[config.mk]
export PLATFORM = sky130hd
export DESIGN_NAME = spi_word_master
export DESIGN_NICKNAME = d
export VERILOG_FILES = /design/src/rtl/spim_pkg.sv /design/src/rtl/spim_fifo.sv /design/src/rtl/spim_shift.sv /design/src/rtl/spim_csgen.sv /design/src/rtl/spi_word_master.sv
export SDC_FILE = /design/constraint.sdc
export NUM_CORES = 1
export LEC_CHECK = 0
export ABC_AREA = 1
export BUFFER_PORTS_ARGS = -buffer_cell sky130_fd_sc_hd__buf_4
export CAP_MARGIN = 5
export CORE_AREA = 4 4 244 246
export CTS_CLUSTER_DIAMETER = 60
export DETAILED_ROUTE_END_ITERATION = 12
export DIE_AREA = 0 0 248 250
export PLACE_DENSITY = 0.53
export SYNTH_ARGS = -nofsm -noshare
export SYNTH_HDL_FRONTEND = slang
export SYNTH_SLANG_ARGS = --single-unit
[constraint.sdc]
create_clock -name clk -period 3.7 [get_ports clk]
set_clock_uncertainty 0.15 [all_clocks]
set_input_delay 0.37 -clock clk [delete_from_list [all_inputs] [get_ports clk]]
set_output_delay 0.37 -clock clk [all_outputs]
set_load 0.005 [all_outputs]
[src/rtl/spim_pkg.sv]
package spim_pkg;

    localparam int unsigned ADDR_W = 9;
    localparam int unsigned DATA_W = 32;

    localparam logic [ADDR_W-1:0] OFF_CMD   = 9'h000;
    localparam logic [ADDR_W-1:0] OFF_XSTAT = 9'h010;
    localparam logic [ADDR_W-1:0] OFF_FSTAT = 9'h014;
    localparam logic [ADDR_W-1:0] OFF_TXD   = 9'h108;
    localparam logic [ADDR_W-1:0] OFF_RXD   = 9'h188;

    // command field positions
    localparam int unsigned B_GO     = 31;
    localparam int unsigned B_MASTER = 30;
    localparam int unsigned B_MODE   = 28;
    localparam int unsigned B_CSSEL  = 26;
    localparam int unsigned B_CSSW   = 21;
    localparam int unsigned B_CSVAL  = 20;
    localparam int unsigned B_RXEN   = 12;
    localparam int unsigned B_TXEN   = 11;

    // status field positions
    localparam int unsigned B_READY   = 30;
    localparam int unsigned B_RXFLUSH = 15;
    localparam int unsigned B_TXFLUSH = 14;
    localparam int unsigned B_ERR     = 8;
    localparam int unsigned B_TXOVF   = 7;
    localparam int unsigned B_TXUNR   = 6;
    localparam int unsigned B_RXOVF   = 5;
    localparam int unsigned B_RXUNR   = 4;

    typedef struct packed {
        logic       master;
        logic [1:0] mode;
        logic [1:0] cs_sel;
        logic       cs_sw;
        logic       cs_val;
        logic       rx_en;
        logic       tx_en;
        logic [4:0] len_m1;
    } cmd_t;

    typedef struct packed {
        logic tx_ovf;
        logic tx_unr;
        logic rx_ovf;
        logic rx_unr;
    } err_t;

    typedef enum logic {
        ENG_IDLE = 1'b0,
        ENG_RUN  = 1'b1
    } eng_state_t;

    function automatic cmd_t cmd_unpack(input logic [DATA_W-1:0] w);
        cmd_t c;
        c.master = w[B_MASTER];
        c.mode   = w[B_MODE+1:B_MODE];
        c.cs_sel = w[B_CSSEL+1:B_CSSEL];
        c.cs_sw  = w[B_CSSW];
        c.cs_val = w[B_CSVAL];
        c.rx_en  = w[B_RXEN];
        c.tx_en  = w[B_TXEN];
        c.len_m1 = w[4:0];
        return c;
    endfunction

    function automatic logic [DATA_W-1:0] cmd_pack(input cmd_t c);
        logic [DATA_W-1:0] w;
        w = '0;
        w[B_MASTER]             = c.master;
        w[B_MODE+1:B_MODE]      = c.mode;
        w[B_CSSEL+1:B_CSSEL]    = c.cs_sel;
        w[B_CSSW]               = c.cs_sw;
        w[B_CSVAL]              = c.cs_val;
        w[B_RXEN]               = c.rx_en;
        w[B_TXEN]               = c.tx_en;
        w[4:0]                  = c.len_m1;
        return w;
    endfunction

endpackage

[src/rtl/spim_fifo.sv]
module spim_fifo #(
    parameter int WIDTH = 32,
    parameter int DEPTH = 4
) (
    input  logic             clk,
    input  logic             rst,
    input  logic             flush,
    input  logic             push,
    input  logic             pop,
    input  logic [WIDTH-1:0] wdata,
    output logic [WIDTH-1:0] rdata,
    output logic             full,
    output logic             empty
);
    localparam int AW = (DEPTH > 1) ? $clog2(DEPTH) : 1;
    localparam int CW = $clog2(DEPTH + 1);

    logic [WIDTH-1:0] mem [DEPTH];
    logic [AW-1:0]    wr_ptr, rd_ptr;
    logic [CW-1:0]    cnt;
    logic             do_push, do_pop;

    function automatic logic [AW-1:0] ptr_next(input logic [AW-1:0] p);
        return (p == AW'(DEPTH - 1)) ? '0 : p + AW'(1);
    endfunction

    assign full    = (cnt == CW'(DEPTH));
    assign empty   = (cnt == '0);
    assign do_push = push && !full;
    assign do_pop  = pop && !empty;
    assign rdata   = mem[rd_ptr];

    always_ff @(posedge clk) begin
        if (do_push && !rst && !flush) begin
            mem[wr_ptr] <= wdata;
        end
    end

    always_ff @(posedge clk) begin
        if (rst || flush) begin
            wr_ptr <= '0;
            rd_ptr <= '0;
            cnt    <= '0;
        end else begin
            if (do_push) wr_ptr <= ptr_next(wr_ptr);
            if (do_pop)  rd_ptr <= ptr_next(rd_ptr);
            case ({do_push, do_pop})
                2'b10:   cnt <= cnt + CW'(1);
                2'b01:   cnt <= cnt - CW'(1);
                default: cnt <= cnt;
            endcase
        end
    end

endmodule

[src/rtl/spim_shift.sv]
module spim_shift
    import spim_pkg::*;
#(
    parameter int HALF_DIV = 2
) (
    input  logic              clk,
    input  logic              rst,
    input  logic              start,
    input  logic              cpol_idle,
    input  logic [1:0]        mode,
    input  logic [4:0]        len_m1,
    input  logic [DATA_W-1:0] tx_word,
    input  logic              miso,
    output logic              sclk,
    output logic              mosi,
    output logic              busy,
    output logic              done,
    output logic [DATA_W-1:0] rx_word
);
    localparam int DW = (HALF_DIV > 1) ? $clog2(HALF_DIV) : 1;

    eng_state_t        state;
    logic [DW-1:0]     div_cnt;
    logic [6:0]        edge_cnt;
    logic [6:0]        edge_nxt;
    logic [6:0]        last_edge;
    logic [4:0]        len_l;
    logic              cpha_l;
    logic              sclk_q, done_q;
    logic [DATA_W-1:0] txs, rxs;
    logic              tick, leading, sample_now, shift_now;

    assign tick       = (div_cnt == DW'(HALF_DIV - 1));
    assign edge_nxt   = edge_cnt + 7'd1;
    assign last_edge  = {1'b0, len_l, 1'b0} + 7'd2;
    assign leading    = edge_nxt[0];
    assign sample_now = leading ^ cpha_l;
    assign shift_now  = !sample_now && !(cpha_l && edge_nxt == 7'd1)
                        && (edge_nxt != last_edge);

    always_ff @(posedge clk) begin
        done_q <= 1'b0;
        if (rst) begin
            state    <= ENG_IDLE;
            sclk_q   <= 1'b0;
            div_cnt  <= '0;
            edge_cnt <= '0;
            len_l    <= '0;
            cpha_l   <= 1'b0;
            txs      <= '0;
            rxs      <= '0;
        end else if (state == ENG_IDLE) begin
            sclk_q <= cpol_idle;
            if (start) begin
                state    <= ENG_RUN;
                sclk_q   <= mode[1];
                cpha_l   <= mode[0];
                len_l    <= len_m1;
                txs      <= tx_word << (5'd31 - len_m1);
                rxs      <= '0;
                div_cnt  <= '0;
                edge_cnt <= '0;
            end
        end else begin
            if (tick) begin
                div_cnt  <= '0;
                sclk_q   <= ~sclk_q;
                edge_cnt <= edge_nxt;
                if (sample_now) rxs <= {rxs[DATA_W-2:0], miso};
                if (shift_now)  txs <= {txs[DATA_W-2:0], 1'b0};
                if (edge_nxt == last_edge) begin
                    state  <= ENG_IDLE;
                    done_q <= 1'b1;
                end
            end else begin
                div_cnt <= div_cnt + DW'(1);
            end
        end
    end

    assign sclk    = sclk_q;
    assign mosi    = txs[DATA_W-1];
    assign busy    = (state == ENG_RUN);
    assign done    = done_q;
    assign rx_word = rxs;

endmodule

[src/rtl/spim_csgen.sv]
module spim_csgen #(
    parameter int NUM_CS = 4
) (
    input  logic [1:0]        sel,
    input  logic              sw_en,
    input  logic              sw_level,
    input  logic              busy,
    output logic [NUM_CS-1:0] cs_n
);
    for (genvar i = 0; i < NUM_CS; i++) begin : g_cs
        assign cs_n[i] = (sel == 2'(i)) ? (sw_en ? sw_level : ~busy) : 1'b1;
    end

endmodule

[src/rtl/spi_word_master.sv]
module spi_word_master
    import spim_pkg::*;
#(
    parameter int NUM_CS     = 4,
    parameter int FIFO_DEPTH = 4,
    parameter int HALF_DIV   = 2
) (
    input  logic              clk,
    input  logic              rst,
    input  logic              reg_wr,
    input  logic              reg_rd,
    input  logic [8:0]        reg_addr,
    input  logic [31:0]       reg_wdata,
    output logic [31:0]       reg_rdata,
    output logic              sclk,
    output logic              mosi,
    input  logic              miso,
    output logic [NUM_CS-1:0] cs_n
);
    cmd_t              cmd_q;
    err_t              err_q;
    logic              ready_q, start_q, rx_en_l;
    logic              flush_tx_q, flush_rx_q;
    logic              wr_cmd, wr_xstat, wr_fstat, wr_txd, rd_rxd;
    logic              go_req;
    logic              eng_busy, eng_done;
    logic [DATA_W-1:0] eng_rx, eng_tx;
    logic [DATA_W-1:0] tx_head, rx_head;
    logic              tx_full, tx_empty, rx_full, rx_empty;
    logic              tx_pop, rx_push, rx_pop;
    err_t              err_set, err_clr;
    logic              unused_wbits;

    assign unused_wbits = ^reg_wdata;

    assign wr_cmd   = reg_wr && (reg_addr == OFF_CMD);
    assign wr_xstat = reg_wr && (reg_addr == OFF_XSTAT);
    assign wr_fstat = reg_wr && (reg_addr == OFF_FSTAT);
    assign wr_txd   = reg_wr && (reg_addr == OFF_TXD);
    assign rd_rxd   = reg_rd && (reg_addr == OFF_RXD);

    assign go_req  = wr_cmd && reg_wdata[B_GO] && !eng_busy && !start_q;
    assign tx_pop  = start_q && cmd_q.tx_en && !tx_empty;
    assign eng_tx  = (cmd_q.tx_en && !tx_empty) ? tx_head : '0;
    assign rx_push = eng_done && rx_en_l;
    assign rx_pop  = rd_rxd && !rx_empty;

    assign err_set.tx_ovf = wr_txd && tx_full;
    assign err_set.tx_unr = start_q && cmd_q.tx_en && tx_empty;
    assign err_set.rx_ovf = rx_push && rx_full;
    assign err_set.rx_unr = rd_rxd && rx_empty;
    assign err_clr = wr_fstat ? err_t'(reg_wdata[B_TXOVF:B_RXUNR]) : '0;

    always_ff @(posedge clk) begin
        if (rst) begin
            cmd_q      <= '0;
            err_q      <= '0;
            ready_q    <= 1'b0;
            start_q    <= 1'b0;
            rx_en_l    <= 1'b0;
            flush_tx_q <= 1'b0;
            flush_rx_q <= 1'b0;
        end else begin
            if (wr_cmd) cmd_q <= cmd_unpack(reg_wdata);
            start_q <= go_req;
            if (start_q) rx_en_l <= cmd_q.rx_en;
            err_q      <= (err_q & ~err_clr) | err_set;
            flush_tx_q <= wr_fstat && reg_wdata[B_TXFLUSH];
            flush_rx_q <= wr_fstat && reg_wdata[B_RXFLUSH];
            if (eng_done) begin
                ready_q <= 1'b1;
            end else if (wr_xstat && reg_wdata[B_READY]) begin
                ready_q <= 1'b0;
            end
        end
    end

    spim_fifo #(.WIDTH(DATA_W), .DEPTH(FIFO_DEPTH)) u_txf (
        .clk   (clk),
        .rst   (rst),
        .flush (flush_tx_q),
        .push  (wr_txd),
        .pop   (tx_pop),
        .wdata (reg_wdata),
        .rdata (tx_head),
        .full  (tx_full),
        .empty (tx_empty)
    );

    spim_fifo #(.WIDTH(DATA_W), .DEPTH(FIFO_DEPTH)) u_rxf (
        .clk   (clk),
        .rst   (rst),
        .flush (flush_rx_q),
        .push  (rx_push),
        .pop   (rx_pop),
        .wdata (eng_rx),
        .rdata (rx_head),
        .full  (rx_full),
        .empty (rx_empty)
    );

    spim_shift #(.HALF_DIV(HALF_DIV)) u_eng (
        .clk       (clk),
        .rst       (rst),
        .start     (start_q),
        .cpol_idle (cmd_q.mode[1]),
        .mode      (cmd_q.mode),
        .len_m1    (cmd_q.len_m1),
        .tx_word   (eng_tx),
        .miso      (miso),
        .sclk      (sclk),
        .mosi      (mosi),
        .busy      (eng_busy),
        .done      (eng_done),
        .rx_word   (eng_rx)
    );

    spim_csgen #(.NUM_CS(NUM_CS)) u_cs (
        .sel      (cmd_q.cs_sel),
        .sw_en    (cmd_q.cs_sw),
        .sw_level (cmd_q.cs_val),
        .busy     (eng_busy),
        .cs_n     (cs_n)
    );

    always_comb begin
        reg_rdata = '0;
        case (reg_addr)
            OFF_CMD:   reg_rdata = cmd_pack(cmd_q);
            OFF_XSTAT: reg_rdata[B_READY] = ready_q;
            OFF_FSTAT: begin
                reg_rdata[B_RXFLUSH]       = flush_rx_q;
                reg_rdata[B_TXFLUSH]       = flush_tx_q;
                reg_rdata[B_ERR]           = |err_q;
                reg_rdata[B_TXOVF:B_RXUNR] = err_q;
                reg_rdata[3:0]             = {tx_full, tx_empty, rx_full, rx_empty};
            end
            OFF_RXD:   reg_rdata = rx_empty ? '0 : rx_head;
            default:   reg_rdata = '0;
        endcase
    end

endmodule

; ---- After elaboration in Yosys (flattened, before gate mapping)
; Memories as Yosys holds them, arrays and structs flattened. A register that Yosys moved wholly into a read port is not among the register bits.
; Index checks and enable logic that the tools add are counted.
[totals]
in_bits = 46
mem_count = 2
elab_cells = 186
output_inout_bits = 38
regBits = 118
ram_bits = 256
[classes]
n_mux = 51
n_shift = 1
eq_ne = 23
n_reduce_logical = 58
n_addsub = 12
bitwise = 7
[mem_list]
columns = memory, depth, word_bits, rd, rd_clocked_by_memory_dff, write_ports, line_no
row1 = u_rxf.mem, 4, 32, 1, 1, 1, spim_fifo.sv:18  ; logic [WIDTH-1:0] mem [DEPTH];
row2 = u_txf.mem, 4, 32, 1, 1, 1, spim_fifo.sv:18
[ops]
columns = operator, count
row1 = $mux W32, 10
row2 = $shl A32 B5 Y32, 1
row3 = $logic_and A1 B1 Y1, 31
row4 = $pmux W14 S2, 1
row5 = $pmux W9 S3, 1
row6 = $mux W1, 22
row7 = $mux W7, 3
row8 = $eq A9 B5 Y1 const B, 2
row9 = $eq A9 B9 Y1 const B, 2
row10 = $eq A2 B2 Y1 const B, 8
row11 = $mux W2, 8
row12 = $pmux W3 S2, 2
row13 = $logic_not A1 Y1, 11
row14 = $pmux W5 S2, 1
row15 = $logic_not A9 Y1, 1
row16 = $add A2 B1 Y2 const B, 4
row17 = $reduce_bool A2 Y1, 4
row18 = $add A6 B2 Y7 const B, 1
row19 = $add A7 B1 Y7 const B, 1
row20 = $eq A7 B1 Y1 const B, 1
row21 = $eq A7 B7 Y1, 1
row22 = $ne A7 B7 Y1, 1
row23 = $add A3 B1 Y3 const B, 2
row24 = $eq A2 B1 Y1 const B, 3
row25 = other kinds (20), 30

; ---- Depth between registers and ports, before layout
; Gate-level depths: netlist of the first run.
[logic_depth]
word_depth = 9
ltp_mapped = 17
ltp_nobuf = 16

; ---- Cells and area by module
; From an unflattened synthesis of the first run, not the netlist that was laid out.
[unflattened]
hier_cells = 1947
area_unflattened_um2 = 17558.1
[modules_own_cells]
columns = mod, cells_per_inst, area_per_inst_um2, instances, seq_area_each_um2
row1 = spim_fifo, 382, 5283.8, 2, 4023.9
row2 = spim_shift, 864, 5241.3, 1, 1621.6
row3 = spi_word_master, 304, 1687.9, 1, 460.4
row4 = spim_csgen, 15, 61.3, 1, 0.0

; ---- Worst setup path before layout of the first run
; No wires, ideal clock.
[synth_timing]
kind = input -> register
start = input port reg_addr[1]
end = memory u_txf.mem[0][0] (enable)
path_slack_ps = 506
arrival_ps = 2623
required_ps = 3129
setup_ps = 421
path_buffers = 0
stages = 9
cell_sequence = nor2_1 inv_1 nor3_1 nand3_1 nor3_1 nand2_1 inv_1 nand2_1 nor2_1
[synth_via]
elab_chain_len = 7
[synth_lines]
columns = element, line_no
row1 = "start, declared", spi_word_master.sv:12  ; input logic [8:0] reg_addr,
row2 = $eq A9 B9 Y1, spi_word_master.sv:39  ; assign wr_txd = reg_wr && (reg_addr == OFF_TXD);
row3 = $logic_and A1 B1 Y1, spi_word_master.sv:39
row4 = $logic_and A1 B1 Y1, spim_fifo.sv:29  ; assign do_push = push && !full;
row5 = $logic_and A1 B1 Y1 (2 in a row), spim_fifo.sv:34  ; if (do_push && !rst && !flush) begin
row6 = $mux W1, spim_fifo.sv:34
row7 = $mux W1 (not written as such), spim_fifo.sv:35  ; mem[wr_ptr] <= wdata;
row8 = "end, declared", spim_fifo.sv:18
; Every way passes these cells.

==> metrics, run 1 <==
Leak=0.00784 uW; drt wl/cell=17.5 um; vias=13.6k; fin crit period=3.17 ns; final setup vio count=0; Initial Utilization=29.8%; Layout Cells excl Fill=2,770; crit path cell chain=clkinv_1, buf_4, o21ai_0, o22ai_1, nand2_1, o21ai_0, buf_4; total CTS buffers=45; postcts setup bufs=0; Yosys cell types=46; Syn Nets=1,940; Worst Path Max Fanout=32; Slew Limit Headroom=23.3%; antenna violations before repair=0; clk sinks=378; Hold Slack=0.0411 ns; dpl cells=2,651; Ports=84; largest net degree at the start of global routing=68; Largest stage delay, worst path=0.50 ns; RSZ-0062 raised after global routing=no; register area=0.0101 mm2; area grow syn2layout=19.5%; area occupied by multi-input gates=0.00591 mm2; CP Capture Type=primary output; area share of the largest cell type after synthesis=44.9%; DP HPWL=31.5 mm; fin crit share=85.7%; Antenna diodes=0; Arrival @ worst endpoint=2.65 ns; GRT overflow=0; Placer Congestion=0.912; total wire length=48.4 mm; PwrDens=449 mW/mm2; clk_lat worst skew=0.57 ns; DRC Markers=0; f_max=0.315 GHz; count leader, synth=nand3_1; Total Neg Setup Slack=0 ns; Global Route Usage Sum=15.4%; Min-Delay Path Class=in2reg; Slew Viols, Final=0; Post-synth EDFFs=256; cell family with most CP delay=buffers and inverters; mapped cell area=0.0171 mm2; CTS tree=done; number of cells produced by synthesis=1,877; core footprint=0.0574 mm2; pre-CTS setup slack=0.684 ns; vias in the first global route=12.9k; Fin. Hold Viols=0; Power, Total=9180 uW; sequential element share of the synthesized area=59.2%; DR pass1 iterations=6; area leader, netlist=edfxtp_1; CP required=3.18 ns; MaxCap Viol Count=0; synthesized area per cell=9.12 um2; Max rail drop VDD=324 uV; die span in y=250 um; row count=88; critical path's slowest cell=clkinv_1; vias per cell=4.91; Nets=2,032; dominant synthesized flop cell=edfxtp_1; antenna viol nets, final=0; Async S/R FF share, synth=0%; largest cells by area after synthesis=edfxtp_1, dfxtp_1, nand3_1; I/O Buffers=83; Max Buffers Root-to-Sink=3; DIE AREA=0.0620 mm2; first-pass GRT wire length=75.6 mm; Critical Setup Path Class=reg2out; H-tree lvl count=2; slack of the critical path=0.530 ns; status=finished, final reports clean; Worst Path Buf+Inv=3; crit start category=flop; layout cells sized above 1=11.0%; Ys Warns=0; Slew @ Worst Pin=1.15 ns; Root Driver=clkbuf_16; fill count=5,774; Starting DRT DRC Count=1,125; Reg clk slew, reported paths=0.06 ns; Yosys reg bits=378; Die Width=248 um; synth cell count leaders=nand3_1, nand2_1, edfxtp_1
[cells by family (layout without fill, tap and decap cells)]
logic type / count (synthesis) / count (layout) / share of synthesized area [%]
compound gates: 307 / 307 / 9.94
xor+xnor: 9 / 9 / 0.461
fa+ha+maj: 17 / 17 / 1.33
buf+inv: 289 / 417 / 6.62
flops: 378 / 378 / 59.2
simple gates: 877 / 877 / 22.5
[worst register-to-register path: stages (launching register included)]
cell and delay, ns:
dfxtp_1 0.43, xor2_1 0.22, or2_2 0.61, nand2_1 0.65
nand3_1 0.22, a21oi_1 0.08, dlygate4sd3_1 0.56
[per-stage QoR]
stage | util [%] | cell area [um2]
after CTS | 35.7 | 20500
after detailed placement | 32.4 | 18600
after floorplan | - | 17100
after global routing | 35.7 | 20500
final | 35.7 | 20500
after global placement | 32.4 | 18600
[what timing repair did]
item,in CTS,in global routing
hold endpoints to repair,155,0
resized for setup,0,0
hold buffers,36,0
[where the power goes]
group	internal [uW]	switching (uW)	total, uW	leakage [uW]
combinational	62.9	78.7	142	0.00378
clock	2730	1820	4560	0.000742
sequential	4480	0.467	4480	0.00332
[per-layer routing]
layer,global-route usage (%),part of all wire [%],vias up
li1,-,-,6624
met4,4.09,2.5,0
met1,20.9,44,6499
met2,25.7,48,406
met5,0,0,-
met3,2.35,5.6,85
[path summary, 6_finish.rpt]
check | from | to | slack (ns) | cells past startpoint
worst max-delay path | flop | reg_rdata[11] | 0.53 | 7
worst min-delay path | reg_wr | ready_q | 0.04 | 4
worst max register to register | u_eng.edge_cnt[0] | u_eng.rx_word[0] | 0.69 | 6
worst min register to register | u_eng.txs[28] | u_eng.txs[28] | 0.32 | 2
[cell type report]
| cell class | instances | area share, % |
|---|---|---|
| multi-input cells | 1210 | 28.9 |
| repair buffers | 152 | 6.08 |
| clock inverters | 23 | 1.63 |
| clock buffers | 60 | 5.83 |
| inverters | 182 | 3.34 |
| flip-flops and latches | 378 | 49.5 |
| well taps | 765 | 4.68 |
[flip-flops by register name, summed over array words and instances (netlist names), 2 cells and up, named ones only]
signal / count
cmd_q: 14
err_q: 4
u_eng.edge_cnt: 7
u_eng.len_l: 5
u_eng.rx_word: 32
u_eng.txs: 32
u_rxf.cnt: 3
u_rxf.mem: 128
u_rxf.rd_ptr: 2
u_rxf.wr_ptr: 2
u_txf.cnt: 3
u_txf.mem: 128
u_txf.rd_ptr: 2
u_txf.wr_ptr: 2
[placed cells by master (no fill, tap or decap), types with 4 or more instances in the layout]
| cell | count |
|---|---|
| nand3_1 | 356 |
| nand2_1 | 308 |
| edfxtp_1 | 256 |
| inv_1 | 174 |
| nor2_1 | 168 |
| o21ai_0 | 126 |
| a21oi_1 | 122 |
| dfxtp_1 | 119 |
| buf_4 | 115 |
| clkbuf_16 | 45 |
| dlygate4sd3_1 | 36 |
| o22ai_1 | 19 |
| ha_1 | 15 |
| clkbuf_1 | 14 |
| or2_2 | 10 |
| nor2_4 | 8 |
| nor3_1 | 7 |
| clkinv_1 | 7 |
| a22o_1 | 7 |
| nand4_1 | 7 |
| xor2_1 | 6 |
| bufinv_16 | 6 |
| clkinv_2 | 5 |
| o211ai_1 | 4 |
| a211oi_1 | 4 |
| a31oi_1 | 4 |
Power figures use the tool's default switching activity.
==> inputs of run 2 (changes only) <==
Settings changed: MAX_ROUTING_LAYER set to met4, SLEW_MARGIN set to 25.
==> run 2 against run 1 <==
  * Wire length grew 0.42%
  * Sequential share of layout area rose by 0.27 points
  * Critical endpoint is now reg_rdata[2]
  * Maximum frequency is 0.97% higher
  * Worst setup slack better by 0.031 ns
  * Hold slack better by 0.011 ns
  * Register-to-register slack better by 0.09 ns
  * Final area down 0.54%
  * Power fell by 4.4%
  * Critical path depth is the same
  * Global-route usage is 0.56 points higher
  * Combinational power about the same
  * First-iteration DRC count rose by 6.0%
  * Critical path type unchanged
==> metrics, run 2 (same netlist as run 1, synthesis figures left out) <==
Total Neg Setup Slack=0 ns; Max Buffers Root-to-Sink=3; Fin. Hold Viols=0; DP HPWL=31.9 mm; Root Driver=clkbuf_16; fin crit period=3.14 ns; largest registers=u_rxf.mem x128, u_txf.mem x128; post-CTS sizing=0; GRT overflow=0; most frequent cells in the layout=nand3_1, nand2_1, edfxtp_1; CP Capture Type=primary output; Placer Congestion=0.918; Max rail drop VDD=343 uV; Slew Limit Headroom=45.5%; core footprint=0.0574 mm2; total CTS buffers=43; area occupied by multi-input gates=0.00591 mm2; first-pass GRT wire length=75.9 mm; die span in y=250 um; register area=0.0101 mm2; largest net degree at the start of global routing=68; Post-CTS Hold Buffers=37; CP required=3.18 ns; most common cell after layout, fill and taps aside=nand3_1; drt wl/cell=17.6 um; Arrival @ worst endpoint=2.62 ns; fill count=5,745; crit start category=flop; DRC Markers=0; DIE AREA=0.0620 mm2; PwrDens=431 mW/mm2; postcts setup bufs=0; RSZ-0062 raised after global routing=no; Ports=84; Starting DRT DRC Count=1,192; total wire length=48.6 mm; MaxCap Viol Count=0; pre-CTS setup slack=0.700 ns; final core occ=35.5%; antenna viol nets, final=0; slack of the critical path=0.561 ns; DR pass1 iterations=6; fin crit share=84.8%; row count=88; layout cells sized above 1=11.1%; Global Route Usage Sum=16.0%; vias in the first global route=13.1k; vias=13.6k; CTS tree=done; Reg clk slew, reported paths=0.06 ns; vias per cell=4.89; Nets=2,034; Leak=0.00779 uW; Critical Setup Path Class=reg2out; Die Width=248 um; final setup vio count=0; Initial Utilization=29.8%; clk sinks=378; Slew Viols, Final=0; area grow syn2layout=18.9%; Antenna diodes=0; I/O Buffers=83; Min-Delay Path Class=in2reg; Worst Path Max Fanout=20; clk_lat worst skew=0.58 ns; antenna violations before repair=0; status=finished, final reports clean; Slew @ Worst Pin=0.815 ns; f_max=0.319 GHz; H-tree lvl count=2
run 2: cell count changes in the layout (fill, tap and decap cells not counted), sizes merged:
cell / before / now
buf: 116 / 119
clkinvlp: 1 / 3
bufinv: 6 / 1
dlygate4sd3: 36 / 37
clkinv: 15 / 14
inv: 183 / 181
clkbuf: 60 / 62
run 2: critical path, cell delays in order (launching register included):
cell      delay, ns
dfxtp_2        0.32
clkinv_1       0.51
buf_4          0.41
o21ai_0        0.16
o22ai_1        0.09
nand2_1        0.07
o221ai_1       0.24
buf_4          0.25
run 2: cell type report:
class / instances / area share (%)
clock buffer: 62 / 6.04
sequential: 378 / 49.8
multi-input combinational: 1210 / 29.1
clock inverter: 17 / 0.818
tap: 765 / 4.71
inverter: 182 / 3.36
timing repair buffer: 156 / 6.21
run 2: power by group:
group	internal (uW)	switching (uW)	total (uW)
logic	62.9	79.5	142
clock network	2410	1740	4150
registers	4480	0.531	4480
run 2: metrics by stage:
| step | instances | area (um2) | total power [uW] | hold WS [ns] |
|---|---|---|---|---|
| finish | 2770 | 20300 | 8770 | 0.0522 |
| global route | 2770 | 20300 | 9070 | 0.0658 |
| CTS | 2770 | 20300 | 8870 | 0.0140 |
| detailed placement | 2654 | 18600 | 4680 | 0.310 |
| global placement | 2654 | 18600 | 4680 | 0.304 |
| floorplan | 1877 | 17100 | 4600 | 0.290 |
run 2: final timing paths:
path / from / end / slack (ns) / cells past startpoint
max: flop / reg_rdata[2] / 0.56 / 7
min: reg_wr / ready_q / 0.05 / 4
max reg2reg: u_eng.busy / u_eng.rx_word[0] / 0.78 / 6
min reg2reg: u_eng.txs[28] / u_eng.txs[28] / 0.32 / 2
run 2: layer usage:
layer	GRT usage (%)	part of all wire (%)	vias to the layer above
met5	-	0	-
met1	21.2	45	6488
li1	-	-	6630
met2	25.3	47	361
met4	4.67	2.7	0
met3	2.57	5.5	76
==> inputs of run 3 (changes only) <==
Clock period 3.7 ns to 2.9 ns, I/O delays scaled along.
==> run 3 against run 2 <==
  * Combinational power increased by 35%
  * Final cell count grew 0.61%
  * Critical path depth did not move
  * Core utilization rose by 0.60 points
  * Critical endpoint unchanged
  * Non-clock buffer count rose by 17
  * Die area unchanged
  * Largest power group unchanged
==> metrics, run 3 (same netlist as run 1, synthesis figures left out) <==
Arrival @ worst endpoint=2.35 ns; Max rail drop VDD=334 uV; CP required=2.46 ns; Comb power frac=1.7%; hold depth=6; switching power=2410 uW; PwrDens=548 mW/mm2; I/O Buffers=83; cell family with most CP delay=buffers and inverters; drt wl/cell=17.7 um; Register-to-Register Path Depth=12; largest net degree at the start of global routing=68; total wire length=49.3 mm; f_max=0.358 GHz; fin crit period=2.79 ns; Ports=84; cell area after layout=0.0207 mm2; CP Capture Type=primary output; die span in y=250 um; most common cell after layout, fill and taps aside=nand3_1; pre-CTS setup slack=0.263 ns; crit path cell chain=clkinv_1, buf_12, o21ai_0, o22ai_1, nand2_1, o221ai_1, buf_4; Reg power frac=50.4%; Hold Slack=0.0541 ns; reg2reg setup slack=0.27 ns; hold endpoint=ready_q; Worst Path Max Fanout=42; fill count=5,788; Fin. Hold Viols=0; Critical Setup Path Class=reg2out; MaxCap Viol Count=0; antenna violations before repair=0; crit start category=flop; vias=13.7k; row count=88; vias per cell=4.91; DP HPWL=32.5 mm; core footprint=0.0574 mm2; largest registers=u_rxf.mem x128, u_txf.mem x128; hold_sp=reg_addr[4]; final setup vio count=0; fin crit share=96.3%; slack of the critical path=0.109 ns; Switching Fraction=21.2%; Root Driver=clkbuf_16; GRT overflow=0; first-pass GRT wire length=75.7 mm; status=finished, final reports clean; RR Endpoint=u_eng.txs[24]; clk_lat worst skew=0.57 ns; Cell Area, Placed=0.0188 mm2; Antenna diodes=0; Worst Path Buf+Inv=3; Clk pwr share=47.9%; Starting DRT DRC Count=1,205; most frequent cells in the layout=nand3_1, nand2_1, edfxtp_1; clk sinks=378; CTS tree=done; dpl cells=2,667; Initial Utilization=29.8%; total CTS buffers=44; Pint=8930 uW; Largest stage delay, worst path=0.33 ns; worst reg2reg startpoint=u_eng.edge_cnt[0]; Reg clk slew, reported paths=0.06 ns; Slew @ Worst Pin=0.837 ns; Layout Cells excl Fill=2,787; Slew Limit Headroom=44.1%; DIE AREA=0.0620 mm2; Placer Congestion=0.863; Max Buffers Root-to-Sink=3; layout cells sized above 1=11.9%; antenna viol nets, final=0; critical path's slowest cell=dfxtp_2; DR pass1 iterations=6; DRC Markers=0; vias in the first global route=13.0k; Min-Delay Path Class=in2reg; Die Width=248 um; Slew Viols, Final=0; Global Route Usage Sum=16.0%; H-tree lvl count=2; Leak=0.00794 uW; Nets=2,052; number of cells on the critical path=7; area grow syn2layout=20.9%; RSZ-0062 raised after global routing=no
-- run 3: cell count changes in the layout (fill, tap and decap cells not counted), moves of 3 or more --
cell           previous run  this run
clkinv_1                  7        10
buf_12                    0        13
dlygate4sd3_1            37        40
clkbuf_1                 12         8
-- run 3: power by group through the flow --
stage	logic, uW	clock network [uW]	registers (uW)
detailed placement	150	0	5830
global placement	148	0	5830
CTS	192	5570	5710
global route	207	5780	5710
finish	192	5440	5710
floorplan	35.6	0	5830
-- run 3: worst max-delay path by stage --
stage,from,slack [ns],to
CTS,reg_addr[5],0.02,reg_rdata[3]
global placement,reg_addr[1],0.28,u_txf.mem[1][3]
floorplan,reg_addr[1],-0.21,u_txf.mem[0][0]
global route,reg_addr[8],0.003,reg_rdata[31]
detailed placement,u_eng.edge_cnt[0],0.26,u_eng.txs[24]
finish,flop,0.11,reg_rdata[2]
-- run 3: worst reg2reg max path, delay by kind of cell (launching register included) --
kind / cells / cell delay (ns)
flops: 1 / 0.41
buf+inv: 2 / 0.15
simple gates: 8 / 1.33
fa+ha+maj: 1 / 0.35
xor+xnor: 1 / 0.14
-- run 3: layout make-up --
class,instances,area [um2],share of cell area (%)
well taps,765,957,4.63
clock inverters,22,216,1.05
repair buffers,173,1570,7.57
multi-input cells,1210,5920,28.6
flip-flops and latches,378,10100,49.0
clock buffers,57,1200,5.80
inverters,182,687,3.32
-- run 3: through the flow --
| step | setup TNS [ns] | power (uW) | util, % |
|---|---|---|---|
| final | 0 | 11300 | 36.1 |
| after global routing | 0 | 11700 | 36.1 |
| after detailed placement | 0 | 5980 | 32.8 |
| after CTS | 0 | 11500 | 36.0 |
| after floorplan | -27.38 | 5870 | - |
| after global placement | 0 | 5980 | 32.8 |
-- run 3: metal layers --
metal / wire length [um] / GRT usage [%] / up-vias
met2: 23600 / 26.1 / 382
met4: 859 / 3.77 / 0
met5: 0 / - / -
met1: 22000 / 20.9 / 6579
met3: 2870 / 2.75 / 56
li1: - / - / 6660
-- run 3: repair_timing --
action / CTS / global route
endpoints found under the setup margin: 2 / 19
hold buffers: 40 / 0
cloned: 0 / 0
gates resized for setup: 2 / 4
hold endpoints to repair: 159 / 0
buffers inserted: 1 / 0
